$ cat src/rtl/regbank_pkg.sv
package regbank_pkg;
    localparam int unsigned ADDR_W     = 7;
    localparam int unsigned DATA_W     = 8;
    localparam int unsigned ID_ADDR    = 1;
    localparam int unsigned FIRST_RW   = 2;
    localparam logic [7:0]  ID_VALUE   = 8'hD1;
    localparam logic [6:0]  RESET_PTR  = 7'h01;
    localparam logic        RESET_INCR = 1'b1;

    // Reset value of a read/write byte at address a
    function automatic logic [7:0] rw_default(input int unsigned a);
        return 8'h80 | 8'(a);
    endfunction

    typedef struct packed {
        logic              in_txn;
        logic              need_ptr;
        logic              incr;
        logic [ADDR_W-1:0] ptr;
    } ptr_state_t;
endpackage

$ cat src/rtl/regbank_ptr_ctrl.sv
module regbank_ptr_ctrl
    import regbank_pkg::*;
#(
    parameter int unsigned NUM_RW = 6
) (
    input  logic              clk,
    input  logic              rst_n,
    input  logic              txn_start,
    input  logic              txn_end,
    input  logic              byte_valid,
    input  logic [7:0]        byte_in,
    input  logic              rd_strobe,
    output logic [ADDR_W-1:0] acc_addr,
    output logic              wr_en,
    output logic [7:0]        wr_data,
    output logic              rd_en
);
    localparam int unsigned MAX_ADDR = NUM_RW + FIRST_RW + 1;
    localparam logic [ADDR_W-1:0] MAX_A = ADDR_W'(MAX_ADDR);

    ptr_state_t st_d, st_q;
    logic       adv;

    always_comb begin
        st_d  = st_q;
        wr_en = 1'b0;
        rd_en = 1'b0;
        adv   = 1'b0;
        if (txn_start) begin
            st_d.in_txn   = 1'b1;
            st_d.need_ptr = 1'b1;
        end else if (txn_end) begin
            st_d.in_txn   = 1'b0;
            st_d.need_ptr = 1'b0;
        end else if (st_q.in_txn) begin
            if (byte_valid) begin
                if (st_q.need_ptr) begin
                    st_d.incr     = byte_in[7];
                    st_d.ptr      = byte_in[6:0];
                    st_d.need_ptr = 1'b0;
                end else begin
                    wr_en = 1'b1;
                    adv   = 1'b1;
                end
            end else if (rd_strobe) begin
                rd_en         = 1'b1;
                adv           = 1'b1;
                st_d.need_ptr = 1'b0;
            end
        end
        if (adv && st_q.incr) begin
            st_d.ptr = (st_q.ptr >= MAX_A) ? '0 : st_q.ptr + 1'b1;
        end
    end

    always_ff @(posedge clk) begin
        if (!rst_n) begin
            st_q <= '{in_txn: 1'b0, need_ptr: 1'b0, incr: RESET_INCR, ptr: RESET_PTR};
        end else begin
            st_q <= st_d;
        end
    end

    assign acc_addr = st_q.ptr;
    assign wr_data  = byte_in;

    assert_ptr_load_R2: assert property (@(posedge clk) disable iff (!rst_n)
        (byte_valid && st_q.in_txn && st_q.need_ptr && !txn_start && !txn_end)
        |=> (st_q.ptr == $past(byte_in[6:0]) && st_q.incr == $past(byte_in[7])));

    assert_ptr_hold_R3: assert property (@(posedge clk) disable iff (!rst_n)
        ((wr_en || rd_en) && !st_q.incr) |=> $stable(st_q.ptr));

    assert_ptr_step_R3: assert property (@(posedge clk) disable iff (!rst_n)
        ((wr_en || rd_en) && st_q.incr && st_q.ptr < MAX_A)
        |=> (st_q.ptr == $past(st_q.ptr) + 1'b1));

    assert_ptr_wrap_R8: assert property (@(posedge clk) disable iff (!rst_n)
        ((wr_en || rd_en) && st_q.incr && st_q.ptr >= MAX_A) |=> (st_q.ptr == '0));

    assert_idle_ignore_R11: assert property (@(posedge clk) disable iff (!rst_n)
        (!st_q.in_txn && !txn_start) |=> $stable(st_q.ptr));
endmodule

$ cat src/rtl/regbank_rw_file.sv
module regbank_rw_file
    import regbank_pkg::*;
#(
    parameter int unsigned NUM_RW = 6
) (
    input  logic                   clk,
    input  logic                   rst_n,
    input  logic                   wr_en,
    input  logic [ADDR_W-1:0]      wr_addr,
    input  logic [7:0]             wr_data,
    output logic [NUM_RW*8-1:0]    cfg_flat
);
    localparam logic [ADDR_W-1:0] LO_A = ADDR_W'(FIRST_RW);
    localparam logic [ADDR_W-1:0] HI_A = ADDR_W'(FIRST_RW + NUM_RW - 1);

    logic [NUM_RW-1:0][7:0] regs_d, regs_q;

    always_comb begin
        regs_d = regs_q;
        for (int i = 0; i < NUM_RW; i++) begin
            if (wr_en && wr_addr == ADDR_W'(FIRST_RW + i)) begin
                regs_d[i] = wr_data;
            end
        end
    end

    generate
        for (genvar g = 0; g < NUM_RW; g++) begin : g_reg
            always_ff @(posedge clk) begin
                if (!rst_n) begin
                    regs_q[g] <= rw_default(FIRST_RW + g);
                end else begin
                    regs_q[g] <= regs_d[g];
                end
            end
        end
    endgenerate

    assign cfg_flat = regs_q;

    assert_ro_discard_R6: assert property (@(posedge clk) disable iff (!rst_n)
        (wr_en && (wr_addr < LO_A || wr_addr > HI_A)) |=> $stable(regs_q));

    assert_rw_write_R5: assert property (@(posedge clk) disable iff (!rst_n)
        (wr_en && wr_addr == LO_A) |=> (regs_q[0] == $past(wr_data)));
endmodule

$ cat src/rtl/regbank_rd_mux.sv
module regbank_rd_mux
    import regbank_pkg::*;
#(
    parameter int unsigned NUM_RW = 6
) (
    input  logic                clk,
    input  logic                rst_n,
    input  logic                rd_en,
    input  logic [ADDR_W-1:0]   rd_addr,
    input  logic [NUM_RW*8-1:0] cfg_flat,
    input  logic [7:0]          stat_in,
    input  logic [7:0]          dout_in,
    output logic [7:0]          rd_data
);
    localparam int unsigned STAT_ADDR = FIRST_RW + NUM_RW;
    localparam int unsigned DOUT_ADDR = STAT_ADDR + 1;
    localparam logic [ADDR_W-1:0] DOUT_A = ADDR_W'(DOUT_ADDR);

    logic [7:0] sel_byte;
    logic [7:0] rd_d, rd_q;

    always_comb begin
        sel_byte = 8'h00;
        if (rd_addr == ADDR_W'(ID_ADDR)) begin
            sel_byte = ID_VALUE;
        end else if (rd_addr == ADDR_W'(STAT_ADDR)) begin
            sel_byte = stat_in;
        end else if (rd_addr == DOUT_A) begin
            sel_byte = dout_in;
        end else begin
            for (int i = 0; i < NUM_RW; i++) begin
                if (rd_addr == ADDR_W'(FIRST_RW + i)) begin
                    sel_byte = cfg_flat[i*8 +: 8];
                end
            end
        end
        rd_d = rd_en ? sel_byte : rd_q;
    end

    always_ff @(posedge clk) begin
        if (!rst_n) begin
            rd_q <= 8'h00;
        end else begin
            rd_q <= rd_d;
        end
    end

    assign rd_data = rd_q;

    assert_id_read_R4: assert property (@(posedge clk) disable iff (!rst_n)
        (rd_en && rd_addr == ADDR_W'(ID_ADDR)) |=> (rd_data == 8'hD1));

    assert_unimpl_zero_R8: assert property (@(posedge clk) disable iff (!rst_n)
        (rd_en && (rd_addr == '0 || rd_addr > DOUT_A)) |=> (rd_data == 8'h00));

    assert_stat_read_R7: assert property (@(posedge clk) disable iff (!rst_n)
        (rd_en && rd_addr == ADDR_W'(STAT_ADDR)) |=> (rd_data == $past(stat_in)));
endmodule

$ cat src/rtl/ctrl_regbank.sv
module ctrl_regbank
    import regbank_pkg::*;
#(
    parameter int unsigned NUM_RW = 6
) (
    input  logic                clk,
    input  logic                rst_n,
    input  logic                txn_start,
    input  logic                txn_end,
    input  logic                byte_valid,
    input  logic [7:0]          byte_in,
    input  logic                rd_strobe,
    input  logic [7:0]          stat_in,
    input  logic [7:0]          dout_in,
    output logic [7:0]          rd_data,
    output logic [NUM_RW*8-1:0] cfg_out
);
    logic [ADDR_W-1:0] acc_addr;
    logic              wr_en;
    logic              rd_en;
    logic [7:0]        wr_data;

    regbank_ptr_ctrl #(.NUM_RW(NUM_RW)) u_ptr (
        .clk        (clk),
        .rst_n      (rst_n),
        .txn_start  (txn_start),
        .txn_end    (txn_end),
        .byte_valid (byte_valid),
        .byte_in    (byte_in),
        .rd_strobe  (rd_strobe),
        .acc_addr   (acc_addr),
        .wr_en      (wr_en),
        .wr_data    (wr_data),
        .rd_en      (rd_en)
    );

    regbank_rw_file #(.NUM_RW(NUM_RW)) u_regs (
        .clk      (clk),
        .rst_n    (rst_n),
        .wr_en    (wr_en),
        .wr_addr  (acc_addr),
        .wr_data  (wr_data),
        .cfg_flat (cfg_out)
    );

    regbank_rd_mux #(.NUM_RW(NUM_RW)) u_rd (
        .clk      (clk),
        .rst_n    (rst_n),
        .rd_en    (rd_en),
        .rd_addr  (acc_addr),
        .cfg_flat (cfg_out),
        .stat_in  (stat_in),
        .dout_in  (dout_in),
        .rd_data  (rd_data)
    );

    assert_rd_hold_R10: assert property (@(posedge clk) disable iff (!rst_n)
        !rd_strobe |=> $stable(rd_data));
endmodule

$ cat config.mk
export PLATFORM = sky130hd
export DESIGN_NAME = ctrl_regbank
export DESIGN_NICKNAME = d
export VERILOG_FILES = /design/src/rtl/regbank_pkg.sv /design/src/rtl/regbank_ptr_ctrl.sv /design/src/rtl/regbank_rw_file.sv /design/src/rtl/regbank_rd_mux.sv /design/src/rtl/ctrl_regbank.sv
export SDC_FILE = /design/constraint.sdc
export NUM_CORES = 1
export LEC_CHECK = 0
export BUFFER_PORTS_ARGS = -buffer_cell sky130_fd_sc_hd__buf_2
export CORE_MARGIN = 3
export CORE_UTILIZATION = 43
export DETAILED_ROUTE_END_ITERATION = 7
export PLACE_DENSITY = 0.72
export SKIP_CTS_REPAIR_TIMING = 1
export SYNTH_ARGS = -nofsm -noshare
export SYNTH_HDL_FRONTEND = slang
export SYNTH_SLANG_ARGS = --single-unit
$ cat constraint.sdc
create_clock -name clk -period 3.7 [get_ports clk]
set_input_delay 0.37 -clock clk [delete_from_list [all_inputs] [get_ports clk]]
set_output_delay 0.37 -clock clk [all_outputs]
set_load 0.01 [all_outputs]
; ---- Word level (Yosys, flattened, before mapping)
; Index checks and enable logic that the tools add are counted.
[classes]
n_eq_ne = 11
reduce_logical = 16
n_mux = 35
bitwise = 2
n_lt_le_gt_ge = 1
n_addsub = 1
[op_table]
columns = cell, count
row1 = $mux W8, 11
row2 = $eq A7 B3 Y1 const B, 4
row3 = $mux W7, 4
row4 = $mux W1, 18
row5 = $eq A7 B2 Y1 const B, 2
row6 = $eq A7 B4 Y1 const B, 2
row7 = $reduce_and A5 Y1, 2
row8 = $mux W9, 1
row9 = $reduce_bool A2 Y1, 4
row10 = $add A7 B1 Y7 const B, 1
row11 = $eq A7 B1 Y1 const B, 1
row12 = $ge A7 B4 Y1 const B, 1
row13 = $logic_and A1 B1 Y1, 7
row14 = $ne A2 B1 Y1 const B, 2
row15 = $reduce_bool A4 Y1, 1
row16 = $reduce_bool A3 Y1, 1
row17 = $mux W2, 1
row18 = $not A1 Y1, 2
row19 = $reduce_and A2 Y1, 1
[word_totals]
out_inout_bits = 56
regBits = 66
in_bits = 30

; ---- Longest topological paths before layout
[logic_depth]
depth_word = 10
depth_mapped = 9
mapped_depth_nobuf = 7

; ---- Modules after synthesis
; A second synthesis with hierarchy kept.
[hier_totals]
hier_cells = 407
hier_area_um2 = 3741.1
[by_module_without_submodules]
columns = mod, cells_per_inst, n_inst, area_per_inst_um2
row1 = regbank_rw_file, 174, 1, 1911.8
row2 = regbank_rd_mux, 148, 1, 1111.1
row3 = regbank_ptr_ctrl, 85, 1, 718.2

; ---- Worst setup path before layout
; Ideal clock, no wire load.
[synth_path]
path_type = flip-flop to flip-flop
startpoint = reg u_ptr.st_q (netlist bit u_ptr.acc_addr[0])
endpoint = reg u_rd.rd_q[2] (netlist: u_rd.rd_data[2])
setup_slack_ps = 1629
path_stages_with_launch = 8
required_time_ps = 3578
synth_period_minus_slack_ps = 2071
arrival_ps = 1949
path_cell_list = dfxtp_1 -> ha_1 -> buf_4 -> or4b_4 -> o311a_4 -> o211ai_1 -> nor3_1 -> a311o_1
[synth_between]
elab_chain_cells = 10
elab_cells_between_ends = 18
[synth_lines]
columns = item, line_no
row1 = from (decl), regbank_ptr_ctrl.sv:21  ; ptr_state_t st_d, st_q;
row2 = from (signal assigned), regbank_ptr_ctrl.sv:58  ; st_q <= '{in_txn: 1'b0, need_ptr: 1'b0, incr: RESET_INCR, ptr: RESET_PTR};
row3 = from (signal assigned), regbank_ptr_ctrl.sv:60  ; st_q <= st_d;
row4 = $eq A7 B2 Y1, regbank_rd_mux.sv:32  ; if (rd_addr == ADDR_W'(FIRST_RW + i)) begin
row5 = $mux W8 (6 in a row), regbank_rd_mux.sv:32
row6 = $mux W8, regbank_rd_mux.sv:28  ; end else if (rd_addr == DOUT_A) begin
row7 = $mux W8, regbank_rd_mux.sv:26  ; end else if (rd_addr == ADDR_W'(STAT_ADDR)) begin
row8 = $mux W8 (*), regbank_rd_mux.sv:24  ; if (rd_addr == ADDR_W'(ID_ADDR)) begin
row9 = to (signal assigned), regbank_rd_mux.sv:44  ; rd_q <= rd_d;
row10 = to (decl), regbank_rd_mux.sv:20  ; logic [7:0] rd_d, rd_q;
; Every way passes the cells marked *; elsewhere a longest branch is shown, timed or not.
; A chain may end at the register's enable or synchronous reset.

; ---- Worst setup path after layout
[layout_path]
startpoint = reg u_ptr.st_q (netlist bit u_ptr.acc_addr[1])
endpoint = reg u_rd.rd_q[2] (netlist: u_rd.rd_data[2])
; The elaborated chain is that of the path after synthesis.

==> key figures <==
Run status
  – Status: complete, no violations

Clock network
  – Deepest clock path buffer count: 2
  – CTS tree: built
  – CTS root buf: clkbuf_8
  – Clock transition at path regs: approximately 0.080 ns
  – CTS Sinks: 66
  – H-tree Lvls: 3
  – CTS Buf Count: 9
  – Clk_lat worst skew: 0.34 ns

Synthesis
  – Unique masters post-synth: 57
  – Post-synth EDFFs: 0
  – Sequential-to-total area share from yosys stat: 37.7%
  – Post-synth top cells: nand2_1, dfxtp_1, a21oi_1, nand3_1, mux2i_1
  – Ranking of synthesized cells by area: dfxtp_1, nand2_1, mux2i_1, a21oi_1, nand3_1
  – YS warnings: 0
  – Avg Inst Size Synth: 7.92 um^2
  – Syn Inst Count: about 440
  – Share of the synthesized area in the top cell type: 37.7%
  – Ys async rst share: 0%
  – Mapped cell area: about 0.0035 mm^2
  – Post-synthesis register bit count: between 60 and 70
  – Synth area leader: dfxtp_1
  – Most frequent cell after synthesis: nand2_1
  – Mapped Nets: 477
  – Post-synth top flop: dfxtp_1

Setup path
  – Endpoint class of the critical path: flop
  – Max stage delay on crit path: about 0.58 ns
  – Worst setup SP type: flop
  – R2r startpoint: u_ptr.acc_addr[1]
  – Setup CP Type: flop to flop
  – Slowest CP cell: or4b_4
  – Maximum fanout along the worst path: 17
  – Critical Path RT: 3.93 ns
  – CP Cell Sequence: inv_1 > ha_1 > or4b_4 > o311a_4 > o211ai_1 > nor3_1 > a311o_1
  – Worst r2r dst: u_rd.rd_data[2]
  – Crit path buf inv count: 1
  – WP data arrival: 2.81 ns
  – Cells on worst reg2reg path: 7
  – Delay-heaviest family, CP: compound AO/OA/AOI/OAI gates
  – R2r setup slk: 1.11 ns

Timing
  – Max Slew Vio Count: 0
  – Max_slew headroom: approximately a third
  – Final cycle utilization of the critical path: a little over two thirds
  – F_max: a little under 0.4 GHz
  – # setup viols final: 0
  – Setup TNS: 0 ns
  – Clk_skew: 0.0115 ns
  – RSZ-0062 raised after global routing: no
  – Hold Fails Final Rpt: 0
  – Period minus WS final: 2.59 ns
  – Slew @ Worst Pin: 0.985 ns
  – Setup WS post-layout: 1.11 ns

Floorplanning
  – Total die area: 0.00928 mm^2
  – Number of core rows: 32
  – Core area: between 0.007 and 0.008 mm^2
  – Io pins: 86
  – Starting Density: 44.9%
  – Die Y: approximately 96 um
  – Die width: 96.3 um

Placed design
  – I/O Buffers: 85
  – Final Wtd Congestion: between 1 and 1.5
  – Pre-CTS setup slack: 1.15 ns
  – Placed cells: 601
  – Dpl hpwl: around 8600 um

Pwr
  – Pwr Total: around 0.0014 W
  – P per Cell Area: 346 mW/mm^2
  – Leak: 1.76 nW
  – VDD IR max: 0.000168 V

GRT
  – Antenna violations before repair: 0
  – Gr ovfl total: 0
  – GRT Total Usage: 26.4%
  – First-pass GRT wire length: 18,300 um
  – Pin count of the biggest net entering global routing: 55
  – Vias in the first global route: 3,348

Detailed routing
  – Total number of vias: 3,617
  – WL final: about 12,000 um
  – Router iterations before antenna repair: 5
  – Via-to-Cell Ratio: 5.86
  – WL per Instance: roughly 19 um
  – # DRC: 0
  – Initial DRC Count: between 200 and 300
  – Post-route ant nets: 0

Worst hold path
  – Worst Hold Depth: 2
  – Worst Hold Class: input port to flop
  – HP Start: txn_start
  – WHS Endpoint: u_ptr.st_q[9]

Cells and area
  – Multi-input gate area in the final layout: around 0.0020 mm^2
  – Antenna diode count: 0
  – P&R area growth vs syn: 17.9%
  – Register area: 0.00132 mm^2
  – Post-Layout Cell Count: 617
  – Share of cells above drive strength 1: 22.3%
  – Final Core Density: approximately 53%
  – Fill cells: 762
  – Nets: 544

Run
  – Max-capacitance violation count: 0
worst max path at each step:
stage,slack [ns],cells after the start,end,from
after floorplan,1.63,7,u_rd.rd_data[2],u_ptr.acc_addr[0]
after global placement,1.23,7,u_regs.cfg_flat[31],u_ptr.acc_addr[1]
after detailed placement,1.15,6,u_rd.rd_data[3],u_ptr.acc_addr[0]
after CTS,1.15,7,u_rd.rd_data[3],u_ptr.acc_addr[1]
after global routing,0.90,7,u_rd.rd_data[0],u_ptr.acc_addr[0]
final,1.11,7,u_rd.rd_data[2],u_ptr.acc_addr[1]
cell usage in the layout (no fill, tap or decap), types with 2 or more instances in the layout:
cell type   n
nand2_1    83
and3_1      5
o21ai_1     3
nor2_1     21
a211oi_1    3
and2_1      2
clkbuf_1    2
buf_4       6
nor3_1     12
a21boi_0   14
buf_2      85
o22a_1      3
o211ai_1    8
a311o_1     3
dfxtp_1    66
a31oi_1     8
o2bb2ai_1   3
inv_1      16
mux2i_1    25
nand3_2     2
o31ai_1     2
nand3_1    27
nor2b_1    10
o21ai_0    17
a221oi_1    4
a32o_1      2
a21oi_1    33
and2_0      2
or3_1       2
nand3b_1    2
clkbuf_8   10
ha_1        4
a2bb2oi_1   3
logic make-up (layout without fill, tap and decap cells):
| logic type | after synthesis | in the layout | share of synthesized area, % |
|---|---|---|---|
| compound gates | 121 | 121 | 23.7 |
| fa+ha+maj | 4 | 4 | 1.43 |
| buf+inv | 52 | 124 | 6.53 |
| mux | 25 | 25 | 7.14 |
| simple gates | 175 | 175 | 23.5 |
| flops | 66 | 66 | 37.7 |
where the power goes:
part	internal [W]	switching, W	leakage, nW
Clock	0.000330	0.000280	0.0966
Combinational	0.0000351	0.0000670	1.13
Sequential	0.000713	0.00000408	0.533
Total	0.00108	0.000351	1.76
metrics by stage:
stage / hold WS, ns / cell area, um^2
floorplan: 0.477 / 3510
global placement: 0.479 / 3940
detailed placement: 0.477 / 3940
CTS: 0.260 / 4140
global route: 0.276 / 4140
finish: 0.271 / 4140
registers in the layout, summed over array words and instances (netlist names):
| signal | cells |
|---|---|
| u_ptr.acc_addr | 7 |
| u_regs.cfg_flat | 48 |
| u_rd.rd_data | 8 |
| u_ptr.st_q | 3 |
metal layers:
layer,routed length [um],track usage [%]
met3,1190,5.16
met1,5260,38.0
met5,0,0
met2,5080,38.2
met4,374,11.2
area by class of cell:
cell class / instances / area share, %
clock buffers: 12 / 3.51
inverters: 17 / 1.54
well taps: 102 / 3.09
clock inverters: 4 / 1.24
repair buffers: 91 / 11.4
flip-flops and latches: 66 / 31.9
multi-input cells: 325 / 47.3
Power figures use the tool's default switching activity.
